## src/rtl/cnt_pkg.sv

```systemverilog
package cnt_pkg;

    localparam int SLICE_W = 4;

    typedef logic [SLICE_W-1:0] nib_t;

    typedef enum logic [1:0] {
        OP_HOLD = 2'd0,
        OP_INC  = 2'd1,
        OP_LOAD = 2'd2
    } op_e;

    typedef struct packed {
        logic ld_n;
        logic ep;
        logic et;
    } ctl_t;

    function automatic op_e pick_op(input ctl_t c);
        if (!c.ld_n)
            return OP_LOAD;
        else if (c.ep && c.et)
            return OP_INC;
        else
            return OP_HOLD;
    endfunction

    function automatic nib_t nib_inc(input nib_t v);
        return v + nib_t'(1);
    endfunction

    function automatic logic nib_full(input nib_t v);
        return &v;
    endfunction

endpackage

```

## src/rtl/cnt_ctl_dec.sv

```systemverilog
module cnt_ctl_dec
    import cnt_pkg::*;
(
    input  ctl_t ctl,
    output op_e  op
);
    always_comb begin
        op = pick_op(ctl);
    end
endmodule

```

## src/rtl/cnt_state_reg.sv

```systemverilog
module cnt_state_reg
    import cnt_pkg::*;
(
    input  logic clk,
    input  logic mr_n,
    input  op_e  op,
    input  nib_t d,
    output nib_t q
);
    always_ff @(posedge clk or negedge mr_n) begin
        if (!mr_n)
            q <= '0;
        else begin
            case (op)
                OP_LOAD: q <= d;
                OP_INC:  q <= nib_inc(q);
                default: q <= q;
            endcase
        end
    end
endmodule

```

## src/rtl/cnt_slice.sv

```systemverilog
module cnt_slice
    import cnt_pkg::*;
(
    input  logic clk,
    input  logic mr_n,
    input  logic ld_n,
    input  logic ep,
    input  logic et,
    input  nib_t d,
    output nib_t q,
    output logic tc
);
    ctl_t ctl;
    op_e  op;

    assign ctl = '{ld_n: ld_n, ep: ep, et: et};

    cnt_ctl_dec u_dec (
        .ctl (ctl),
        .op  (op)
    );

    cnt_state_reg u_reg (
        .clk  (clk),
        .mr_n (mr_n),
        .op   (op),
        .d    (d),
        .q    (q)
    );

    assign tc = et & nib_full(q);

    assert_load_R2: assert property (@(posedge clk) disable iff (!mr_n)
        !ld_n |=> q == $past(d));

    assert_inc_R3: assert property (@(posedge clk) disable iff (!mr_n)
        (ld_n && ep && et) |=> q == nib_t'($past(q) + 4'd1));

    assert_wrap_R4: assert property (@(posedge clk) disable iff (!mr_n)
        (ld_n && ep && et && q == 4'hF) |=> q == 4'h0);

    assert_hold_R5: assert property (@(posedge clk) disable iff (!mr_n)
        (ld_n && !(ep && et)) |=> $stable(q));

    assert_tc_wrap_R6: assert property (@(posedge clk) disable iff (!mr_n)
        (tc && ld_n && ep) |=> q == 4'h0);
endmodule

```

## src/rtl/casc_counter.sv

```systemverilog
module casc_counter
    import cnt_pkg::*;
#(
    parameter int STAGES = 3,
    localparam int W = STAGES * SLICE_W
) (
    input  logic         clk,
    input  logic         mr_n,
    input  logic         ld_n,
    input  logic [W-1:0] din,
    input  logic         en_par,
    input  logic         en_trk,
    output logic [W-1:0] q,
    output logic         tc_out
);
    logic [STAGES-1:0] tc_chain;
    logic [STAGES-1:0] et_chain;

    for (genvar k = 0; k < STAGES; k++) begin : g_stage
        if (k == 0) begin : g_first
            assign et_chain[k] = en_trk;
        end else begin : g_next
            assign et_chain[k] = tc_chain[k-1];
        end

        cnt_slice u_slice (
            .clk  (clk),
            .mr_n (mr_n),
            .ld_n (ld_n),
            .ep   (en_par),
            .et   (et_chain[k]),
            .d    (din[k*SLICE_W +: SLICE_W]),
            .q    (q[k*SLICE_W +: SLICE_W]),
            .tc   (tc_chain[k])
        );

        if (k > 0) begin : g_chk
            // an upper stage stays still unless every lower stage is full
            assert_carry_R7: assert property (@(posedge clk) disable iff (!mr_n)
                (ld_n && !(&q[k*SLICE_W-1:0])) |=> $stable(q[k*SLICE_W +: SLICE_W]));
        end
    end

    assign tc_out = tc_chain[STAGES-1];

    assert_tc_full_R8: assert property (@(posedge clk) disable iff (!mr_n)
        tc_out |-> (en_trk && &q));
endmodule

```

## config.mk

```make
export PLATFORM = sky130hd
export DESIGN_NAME = casc_counter
export DESIGN_NICKNAME = d
export VERILOG_FILES = /design/src/rtl/cnt_pkg.sv /design/src/rtl/cnt_ctl_dec.sv /design/src/rtl/cnt_state_reg.sv /design/src/rtl/cnt_slice.sv /design/src/rtl/casc_counter.sv
export SDC_FILE = /design/constraint.sdc
export NUM_CORES = 1
export LEC_CHECK = 0
export ABC_AREA = 1
export ABC_CLOCK_PERIOD_IN_PS = 3900
export BUFFER_PORTS_ARGS = -buffer_cell sky130_fd_sc_hd__buf_2
export CAP_MARGIN = 25
export CORE_UTILIZATION = 51
export DETAILED_ROUTE_END_ITERATION = 10
export PLACE_DENSITY = 0.82
export SLEW_MARGIN = 10
export SYNTH_ARGS = -nofsm -noshare
export SYNTH_HDL_FRONTEND = slang
export SYNTH_HIERARCHICAL = 1
export SYNTH_SLANG_ARGS = --single-unit
export TNS_END_PERCENT = 30
```

## constraint.sdc

```tcl
create_clock -name clk -period 3.9 [get_ports clk]
set_input_delay 0.39 -clock clk [delete_from_list [all_inputs] [get_ports clk]]
set_output_delay 0.39 -clock clk [all_outputs]
set_load 0.03 [all_outputs]
```

==> run metrics <==
outcome completed; vias per cell 5.15; most frequent cells in the layout 36 x nand2_1, 29 x buf_2, 15 x nor2_1; R2R depth 12; P&R area growth vs syn 23.9%; Die X 42.2 µm; global route overflow 0; critical path peak fanout 7; dpl cell area 991 µm²; CTS buffer count 3; Crit Path Class reg2out; final instance area 1020 µm²; Final Cycle Share 49.5%; Initial Utilization 54.8%; Max-cap violations 0; die area 1780 µm²; origin of the critical flop-to-flop path g_stage[0].u_slice/u_reg/q[0]; hold path endpoint g_stage[1].u_slice/u_reg/q[0]; Nets 181; Syn Inst Count 123; via count 885; crit path DAT 1.54 ns; Longest Clk Path Bufs 2; leakage power 0.565 nW; Largest Register g_stage.u_slice/u_reg/q; CTS tree built; # setup viols final 0; first-pass detailed-route iteration total 4; Seq/Total Area, Yosys 36.4%; total negative setup slack 0 ns; Avg WL per Cell 10.5 µm; RSZ-0062 raised after global routing no; H-tree Lvls 1; Worst-Margin Slew 0.301 ns; min Tclk post-route 1.93 ns; CTS clk-pin slew, worst paths 0.07 ns; post-DP HPWL 1360 µm; die height 42.2 µm; Crit. End Element output pin; io pins 30; Final Wtd Congestion 0.830; layout cells sized above 1 28.2%; PD cells 331 nW/µm²; worst-skew pair later-pin latency 0.26 ns; first-pass GRT wire length 2950 µm; Row Count 14; Fmax 518 MHz; Port Buf Inserts 29; Req. time, crit path 3.51 ns; CTS resizes 0; final max-slew violation count 0; drt drc 0; most common cell after layout, fill and taps aside nand2_1; Clock Skew 0.000815 ns; vias in the first global route 744; antenna violation net count after detailed routing 0; max reg flops 12; CTS Sinks 12; Hold Crit Class in2reg; fillers 128; largest net degree at the start of global routing 13; Worst setup SP type flop; average size of a mapped cell 6.71 µm²; Max VDD drop 0.232 mV; YS warnings 6; final hold vios 0; total wire length 1800 µm; CTS root buffer clkbuf_4; synthesized net count 146; Cell Area, Synth 826 µm²; synth unique cells 12; Global Route Usage Sum 21.5%; Synth Register Bits 12; Top Registers g_stage.u_slice/u_reg/q x12; Core ar. 1510 µm²; # diodes 0; Hold Path Cell Cnt 3; worst hold start din[4]; initial antenna violation count 0; slew margin rel. 79.9%; FF-to-FF End g_stage[2].u_slice/u_reg/q[2]; Reg2Reg Setup Slack 2.07 ns; drt initial violations 20
-- per-layer routing --
layer / share of wire, % / vias to the layer above / track usage (%)
met5: 0 / - / 0
met1: 48 / 402 / 27.1
met3: 3.9 / 2 / 3.88
met4: 0.83 / 0 / 10.6
met2: 47 / 22 / 35.1
li1: - / 459 / -
-- Yosys cell counts (all sizes together) --
cell,n,area share [%]
nand2,36,16
nor2,21,11
inv,18,8.2
dfrtp,12,36
nand3,12,7.3
a21oi,9,5.5
ha,6,9.1
o21ai,6,3.6
nand4,3,2.3
-- metrics by stage --
stage | instances | total power, mW | utilization [%] | hold slack [ns] | worst slack (ns)
2_1_floorplan | 123 | 0.230 | - | 0.0944 | 2.03
3_3_place_gp | 168 | 0.263 | 65.8 | 0.284 | 2.16
3_5_place_dp | 168 | 0.266 | 65.8 | 0.286 | 2.06
4_1_cts | 172 | 0.343 | 67.9 | 0.330 | 1.95
5_1_grt | 172 | 0.362 | 67.9 | 0.350 | 1.77
6_report | 172 | 0.339 | 67.9 | 0.335 | 1.97
-- power breakdown --
part	switching (mW)	internal (mW)	total, mW
Clock	0.0383	0.0356	0.0740
Combinational	0.0676	0.0373	0.105
Sequential	0.0216	0.138	0.160
Total	0.128	0.211	0.339
-- worst max-delay path by stage --
stage                                       start                            end  slack [ns]  cells after the start
floorplan           g_stage[0].u_slice/u_reg/q[0]                         tc_out        2.03                      6
global placement                           en_trk  g_stage[2].u_slice/u_reg/q[2]        2.16                     13
detailed placement                         en_trk  g_stage[2].u_slice/u_reg/q[2]        2.06                     13
CTS                 g_stage[0].u_slice/u_reg/q[0]                         tc_out        1.95                      7
global route        g_stage[0].u_slice/u_reg/q[0]                         tc_out        1.77                      7
finish              g_stage[0].u_slice/u_reg/q[0]                         tc_out        1.97                      7
-- cell families (layout without fill, tap and decap cells) --
logic type               after synthesis  after routing  synth area share [%]
AND/OR/NAND/NOR                       72             72                  37.3
buffers and inverters                 18             51                  8.18
AO/OA/AOI/OAI                         15             15                  9.09
flip-flops                            12             12                  36.4
adder cells (fa/ha/maj)                6              6                  9.09
-- repair_timing --
action,in CTS,in global routing
buffers inserted,0,0
hold buffers,1,0
endpoints found under the setup margin,0,0
hold endpoints to repair,12,0
-- final cells by class --
class	instances	area (µm²)	share of cell area, %
Multi-Input combinational cell	93	458	44.7
Inverter	18	67.6	6.60
Sequential cell	12	300	29.3
Tap cell	16	20.0	1.96
Timing Repair Buffer	30	155	15.2
Clock buffer	3	22.5	2.20
-- worst max-delay path, cell delays in order (launching register included) --
cell and delay (ns):
dfrtp_1 0.44, nand2_1 0.08, nor2_1 0.15, nand3_1 0.09
nor2_1 0.13, nand3_1 0.09, nor2_1 0.10, buf_2 0.20
Power figures use the tool's default switching activity.
